==> src/rtl/fis_pkg.sv <==
package fis_pkg;
  localparam logic [3:0] A_STATUS = 4'd0;
  localparam logic [3:0] A_RAW    = 4'd1;
  localparam logic [3:0] A_MASK   = 4'd2;
  localparam logic [3:0] A_MSKD   = 4'd3;
  localparam logic [3:0] A_CLEAR  = 4'd4;
  localparam logic [3:0] A_TXTHR  = 4'd5;
  localparam logic [3:0] A_RXTHR  = 4'd6;
  localparam logic [3:0] A_TXLVL  = 4'd7;
  localparam logic [3:0] A_RXLVL  = 4'd8;

  localparam int NSRC  = 5;
  localparam int NERR  = 3;
  localparam int NTHR  = 2;

  localparam int IV_TXLOW  = 0;
  localparam int IV_TXOVF  = 1;
  localparam int IV_RXUDF  = 2;
  localparam int IV_RXOVF  = 3;
  localparam int IV_RXHIGH = 4;

  localparam int CL_ALL   = 0;
  localparam int CL_RXUDF = 1;
  localparam int CL_RXOVF = 2;
  localparam int CL_TXOVF = 3;
endpackage

==> src/rtl/fis_thresh.sv <==
module fis_thresh #(
  parameter int DEPTH = 32,
  parameter int DW    = 32,
  localparam int TW   = $clog2(DEPTH)
) (
  input  logic          clk,
  input  logic          rst_n,
  input  logic          we,
  input  logic [DW-1:0] wdata,
  output logic [TW-1:0] thr
);
  logic fits;
  assign fits = (wdata < DW'(DEPTH));

  always_ff @(posedge clk or negedge rst_n) begin
    if (!rst_n)        thr <= '0;
    else if (we && fits) thr <= wdata[TW-1:0];
  end
endmodule

==> src/rtl/fis_sticky.sv <==
module fis_sticky (
  input  logic clk,
  input  logic rst_n,
  input  logic set,
  input  logic clr,
  output logic flag
);
  always_ff @(posedge clk or negedge rst_n) begin
    if (!rst_n) flag <= 1'b0;
    else        flag <= set | (flag & ~clr);
  end
endmodule

==> src/rtl/fifo_irq_status.sv <==
module fifo_irq_status
  import fis_pkg::*;
#(
  parameter int DEPTH = 32,
  parameter int DW    = 32,
  localparam int TW   = $clog2(DEPTH),
  localparam int LW   = $clog2(DEPTH + 1)
) (
  input  logic          clk,
  input  logic          rst_n,
  input  logic          reg_wr,
  input  logic [3:0]    reg_addr,
  input  logic [DW-1:0] reg_wdata,
  output logic [DW-1:0] reg_rdata,
  input  logic          busy,
  input  logic          tx_full,
  input  logic          tx_empty,
  input  logic          rx_full,
  input  logic          rx_empty,
  input  logic [LW-1:0] tx_level,
  input  logic [LW-1:0] rx_level,
  input  logic          tx_push,
  input  logic          rx_push,
  input  logic          rx_pop,
  output logic          irq
);
  logic [NSRC-1:0] status_w;
  logic [NSRC-1:0] raw_w;
  logic [NSRC-1:0] mask_q;
  logic [NSRC-1:0] mskd_w;
  logic [3:0]      clr_v;
  logic [TW-1:0]   thr_q [NTHR];
  logic [NTHR-1:0] thr_we;
  logic [NERR-1:0] err_set, err_clr, err_q;
  logic [TW-1:0]   tx_thr, rx_thr;

  assign clr_v     = (reg_wr && reg_addr == A_CLEAR) ? reg_wdata[3:0] : 4'b0;
  assign thr_we[0] = reg_wr && reg_addr == A_TXTHR;
  assign thr_we[1] = reg_wr && reg_addr == A_RXTHR;

  genvar gi;
  generate
    for (gi = 0; gi < NTHR; gi++) begin : g_thr
      fis_thresh #(.DEPTH(DEPTH), .DW(DW)) u_thr (
        .clk(clk), .rst_n(rst_n), .we(thr_we[gi]),
        .wdata(reg_wdata), .thr(thr_q[gi])
      );
    end
  endgenerate

  assign tx_thr = thr_q[0];
  assign rx_thr = thr_q[1];

  // error slots: 0 tx overflow, 1 rx underflow, 2 rx overflow
  assign err_set[0] = tx_push && tx_full;
  assign err_set[1] = rx_pop && rx_empty;
  assign err_set[2] = rx_push && rx_full;
  assign err_clr[0] = clr_v[CL_ALL] | clr_v[CL_TXOVF];
  assign err_clr[1] = clr_v[CL_ALL] | clr_v[CL_RXUDF];
  assign err_clr[2] = clr_v[CL_ALL] | clr_v[CL_RXOVF];

  generate
    for (gi = 0; gi < NERR; gi++) begin : g_err
      fis_sticky u_flag (
        .clk(clk), .rst_n(rst_n), .set(err_set[gi]),
        .clr(err_clr[gi]), .flag(err_q[gi])
      );
    end
  endgenerate

  assign status_w = {rx_full, rx_empty, tx_empty, tx_full, busy};

  always_comb begin
    raw_w            = '0;
    raw_w[IV_TXLOW]  = (tx_level <= LW'(tx_thr));
    raw_w[IV_TXOVF]  = err_q[0];
    raw_w[IV_RXUDF]  = err_q[1];
    raw_w[IV_RXOVF]  = err_q[2];
    raw_w[IV_RXHIGH] = (rx_level > LW'(rx_thr));
  end

  always_ff @(posedge clk or negedge rst_n) begin
    if (!rst_n) mask_q <= '0;
    else if (reg_wr && reg_addr == A_MASK) mask_q <= reg_wdata[NSRC-1:0];
  end

  assign mskd_w = raw_w & mask_q;
  assign irq    = |mskd_w;

  always_comb begin
    case (reg_addr)
      A_STATUS: reg_rdata = DW'(status_w);
      A_RAW:    reg_rdata = DW'(raw_w);
      A_MASK:   reg_rdata = DW'(mask_q);
      A_MSKD:   reg_rdata = DW'(mskd_w);
      A_TXTHR:  reg_rdata = DW'(tx_thr);
      A_RXTHR:  reg_rdata = DW'(rx_thr);
      A_TXLVL:  reg_rdata = DW'(tx_level);
      A_RXLVL:  reg_rdata = DW'(rx_level);
      default:  reg_rdata = '0;
    endcase
  end
endmodule

==> config.mk <==
export PLATFORM = sky130hd
export DESIGN_NAME = fifo_irq_status
export DESIGN_NICKNAME = d
export VERILOG_FILES = /design/src/rtl/fis_pkg.sv /design/src/rtl/fis_thresh.sv /design/src/rtl/fis_sticky.sv /design/src/rtl/fifo_irq_status.sv
export SDC_FILE = /design/constraint.sdc
export NUM_CORES = 1
export LEC_CHECK = 0
export BUFFER_PORTS_ARGS = -buffer_cell sky130_fd_sc_hd__buf_2
export CAP_MARGIN = 20
export CORE_UTILIZATION = 41
export DETAILED_ROUTE_END_ITERATION = 12
export GPL_ROUTABILITY_DRIVEN = 0
export GPL_TIMING_DRIVEN = 0
export PLACE_DENSITY = 0.76
export RECOVER_POWER = 50
export SLEW_MARGIN = 5
export SYNTH_ARGS = -nofsm -noshare
export SYNTH_HDL_FRONTEND = slang
export SYNTH_SLANG_ARGS = --single-unit
==> constraint.sdc <==
create_clock -name clk -period 1.3 [get_ports clk]
set_clock_uncertainty 0.05 [all_clocks]
set_input_delay 0 -clock clk [delete_from_list [all_inputs] [get_ports clk]]
set_output_delay 0 -clock clk [all_outputs]
set_load 0.05 [all_outputs]
======== After elaboration in Yosys (flattened, before gate mapping) ========
Index checks and enable logic that the tools add are counted.
operators by class
  divide/modulo/power cells ............... 0
  shift-type cells ........................ 0
  equality and inequality tests ........... 8
  reduce and logical (&&, ||, !) cells .... 11
  mux-type cells .......................... 2
  add/sub/neg operators ................... 0
  bitwise logic cells ..................... 13
  order comparisons ....................... 3
  multiply operators ...................... 0
operators by type and width
  cell                 number
  $pmux 6 s8           1
  $lt 32x6->1 const B  1
  $eq 4x3->1 const B   4
  $logic_and 1x1->1    9
  $eq 4x2->1 const B   2
  $gt 6x5->1           1
  $le 6x5->1           1
  $or 1x1->1           6
  $and 5x5->5          1
  $reduce_or 5->1      1
  $eq 4x1->1 const B   1
  $eq 4x4->1 const B   1
  $logic_not 4->1      1
  $mux 4               1
  $and 1x1->1          3
  $not 1->1            3
word-level totals
  memory bits (read-only) ................. 0
  RAM bits ................................ 0
  latch bits .............................. 0
  bits in registers ....................... 18
  memories ................................ 0

======== Longest topological paths before layout ========
  depth in word-level cells ............... 7
  gate-level depth with buffers ........... 6
  mapped depth without buffers ............ 6

======== Cells and area by module ========
From an unflattened synthesis, not the netlist that was laid out.
second synthesis, totals
  cells, all modules ...................... 192
  area total of the unflattened synthesis .. 1850.5 um2
modules (own cells, without submodules)
  module           area an instance (um2)  instances  cells an instance  sequential area each (um2)
  fifo_irq_status  1153.6                  1          143                125.1
  fis_thresh       294.0                   2          20                 125.1
  fis_sticky       36.3                    3          3                  25.0

======== Least setup slack after synthesis ========
OpenSTA, ideal clock, no wires.
  path kind ............................... reg-to-output
  start point ............................. register g_thr[1].u_thr.thr[4]
  end point ............................... output port reg_rdata[4]
  cell stages (with the launch flop) ...... 7
  required time ........................... 1250 ps
  arrival time ............................ 2077 ps
  slack ................................... -827 ps
  cells stage by stage .................... dfrtp_1 inv_1 ha_1 nand4b_1 a21oi_1 o21bai_1 o21ai_0
between the ends
  cells in the longest elaborated chain, start to end .. 3
ends and longest elaborated chain
  what                      RTL line               source
  start: declaration        fis_thresh.sv:10       output logic [TW-1:0] thr
  start signal: assignment  fis_thresh.sv:17       else if (we && fits) thr <= wdata[TW-1:0];
  $gt 6x5->1                fifo_irq_status.sv:79  raw_w[IV_RXHIGH] = (rx_level > LW'(rx_thr));
  $and 5x5->5               fifo_irq_status.sv:87  assign mskd_w = raw_w & mask_q;
  $pmux 6 s8 *              fifo_irq_status.sv:91  case (reg_addr)
  end: declaration          fifo_irq_status.sv:14  output logic [DW-1:0] reg_rdata,
Every way passes the cells marked *; elsewhere a longest branch is shown, timed or not.

======== Worst setup path after layout ========
  start point ............................. register g_thr[0].u_thr.thr[4]
  end point ............................... output port reg_rdata[0]
between the ends
  cells in the longest elaborated chain, start to end .. 3
ends and longest elaborated chain
  what                      RTL line               source
  start: declaration        fis_thresh.sv:10
  start signal: assignment  fis_thresh.sv:17
  $le 6x5->1 *              fifo_irq_status.sv:75  raw_w[IV_TXLOW] = (tx_level <= LW'(tx_thr));
  $and 5x5->5               fifo_irq_status.sv:87
  $pmux 6 s8 *              fifo_irq_status.sv:91
Marked as above.

==> metrics.cfg <==
[global_route]
grt_max_degree = 19
antenna_found_initial = 0
grt_pass1_vias = 1691
grt_pass1_wl_um = 8090
overflow = 0
grtUsageTotal_pct = 24.9

[route]
ant_nets = 0
drcViolationCount = 0
dr.pass1.iters = 4
viasPerCell = 5.16
num_vias = 1802
wirelength_um = 5480
wl_per_cell_um = 15.7
dr.first_iter.drc_count = 107

[logic_synthesis]
synth_area_per_cell_sq_um = 9.24
synth-adder-area-share_pct = 7.44
synth_compound_gate_area_share_pct = 14.7
yosysUniqueCellTypes = 45
synth_edf_count = 0
ys_ff_latch = 18
synth.most_common_cell = buf_4
synth-async-reset-ratio_pct = 100
synth_area_leaders = dfrtp_1, buf_4, mux2_2
synth_top_family_by_area = simple AND/OR/NAND/NOR gates
ys.flop_type = dfrtp_1
yosysSeqAreaShare_pct = 26.8
synth_top_cell_by_area = dfrtp_1
syn_inst = 182
ys_warn_count = 0
synthDominantCellAreaShare_pct = 26.8
synth-xor-area-share_pct = 0
synth_common_cells = buf_4, dfrtp_1, mux2_2, inv_1, o21ai_0
synthMuxAreaShare_pct = 15.4
synth_area_sq_mm = 0.00168
synthSimpleGateAreaFrac_pct = 19.6

[timing]
fin_ws_ps = -692
report.final.slew_viol_count = 0
rsz0062_at_grt = yes
tightest_slew_ps = 936
hold_viol_final = 0
relSlewSlack_pct = 37.6
timing.final.crit_share_pct = 153
fin_hold_ws_ps = 4.90
period_needed_ps = 1990
fmax_mhz = 502
finalSetupViolCount = 11

[floorplanning]
chipWidth_um = 66.0
die_h_um = 66.0
die_area_sq_mm = 0.00436
ioPinCount = 92
num_rows = 22
coreArea_sq_mm = 0.00380
initial_core_util_pct = 44.3

[hold_path]
min_from = reg_wdata[3]
hold_path_class = primary input to register
min_to = g_thr[1].u_thr.thr[3]
holdPathStages = 2

[clock_network]
cts_buffers = 3
insertion_delay_ps = 250
cts_root_buf = clkbuf_8
clk_path_buf_depth = 2
clock-sinks = 18
h-tree-depth = 1
cts.clk_slew.worst_paths_ps = 70
cts_tree = yes

[power]
peakVddDrop_mv = 0.681
p_leak_nw = 1.36
power_density_mw_per_mm2 = 695

[setup_path]
end_kind = output port
cp_max_fo = 3
critPathRequiredTime_ps = 1250
crit_type = register to output port
regToRegSetupSlack_ps = 110
r2r-start = g_thr[1].u_thr.thr[2]
cp.arrival_ps = 1940
crit_path_start_kind = register
r2r-end = g_thr[1].u_thr.thr[2]
reg2reg_depth = 4

[layout]
multi_input_area_sq_mm = 0.00135
diodes = 0
synthToLayoutAreaGrowth_pct = 67.5
layout.cells.non_filler = 349
fillers = 298
regArea_sq_um = 452
nets = 371
final_core_util_pct = 74.1
drive_gt1_share_pct = 52.5

[run]
maxCapViolCount = 0

[place]
io_buffers = 65
dp_hpwl_um = 3830
placedCellCount = 320

[outcome]
status = complete, but fails checks
violations = setup timing

-- how the worst max path moves through the flow --
stage	end	slack (ps)	cells after the start	startpoint
2_1_floorplan	reg_rdata[0]	-290	6	g_thr[0].u_thr.thr[4]
3_3_place_gp	irq	-560	7	g_thr[1].u_thr.thr[4]
3_5_place_dp	irq	-610	7	g_thr[1].u_thr.thr[4]
4_1_cts	irq	-670	7	g_thr[0].u_thr.thr[4]
5_1_grt	reg_rdata[0]	-760	7	g_thr[0].u_thr.thr[4]
6_report	reg_rdata[0]	-690	7	g_thr[0].u_thr.thr[4]
-- flip-flops by register name, summed over array words and instances (netlist names) --
register / cells
g_err.u_flag.flag: 3
g_thr.u_thr.thr: 10
mask_q: 5
-- metal layers --
layer | wire length (um) | vias up | GRT usage [%]
li1 | - | 866 | -
met1 | 2200 | 848 | 31.5
met2 | 2860 | 83 | 44.5
met3 | 382 | 5 | 2.59
met4 | 38 | 0 | 6.38
met5 | 0 | - | 0
-- cell type report --
class,count,share of cell area [%]
buffer,31,7.86
clock buffer,4,1.95
inverter,14,1.87
multi-input combinational,144,47.9
sequential,18,16.0
tap,48,2.13
timing repair buffer,90,22.3
-- repair_timing --
action	CTS	global route
buffers inserted	10	5
endpoints found under the hold margin	30	0
resized for setup	34	19
pin swaps	11	12
hold buffers	10	0
endpoints found under the setup margin	17	17
-- where the power goes --
group	leakage [nW]	switching [mW]	internal [mW]
clock network	0.0288	0.185	0.269
registers	0.227	0.0532	0.603
logic	1.11	0.498	0.349
-- kinds of logic after synthesis --
family | count (synthesis)
flops | 18
other cells | 1
fa+ha+maj | 10
simple gates | 49
mux | 24
compound gates | 35
buf+inv | 45
-- through the flow --
stage	setup WS, ps	total power [mW]	setup TNS (ps)	cell area (sq um)
2_1_floorplan	-286	1.17	-2370	1930
3_3_place_gp	-559	1.37	-6840	2320
3_5_place_dp	-607	1.38	-7380	2320
4_1_cts	-667	1.91	-2500	2680
5_1_grt	-763	2.04	-3750	2820
6_report	-692	1.96	-3000	2820
-- placed cells by master (no fill, tap or decap), types with 2 or more instances in the layout --
master and n:
conb_1 26, buf_6 16, nor2_1 6, nand3b_1 2
o21ai_0 8, o21ai_2 3, inv_2 2, a22o_1 3
or3_1 2, mux2i_1 8, nor4_1 2, inv_1 12
nor2b_1 4, mux2_4 10, nand2b_1 3, ha_4 4
o221ai_4 3, nor4_4 4, clkbuf_1 2, dlygate4sd3_1 10
a31oi_4 2, clkbuf_8 4, nand3_1 3, clkbuf_2 3
nand2_1 7, nand4b_1 2, dfrtp_1 17, mux2_2 5
and3_1 3, ha_1 6, o32ai_1 2, buf_4 38
nor3b_1 2, nand4_1 2, buf_2 52
-- critical path, cell delays in order (launching register included) --
cell and delay [ps]:
dfrtp_1 420, inv_2 80, ha_4 210, a211o_1 290, a31oi_4 190, a32oi_4 100
o221ai_4 210, buf_6 180
Note: power is estimated with default switching activity, not from simulation.
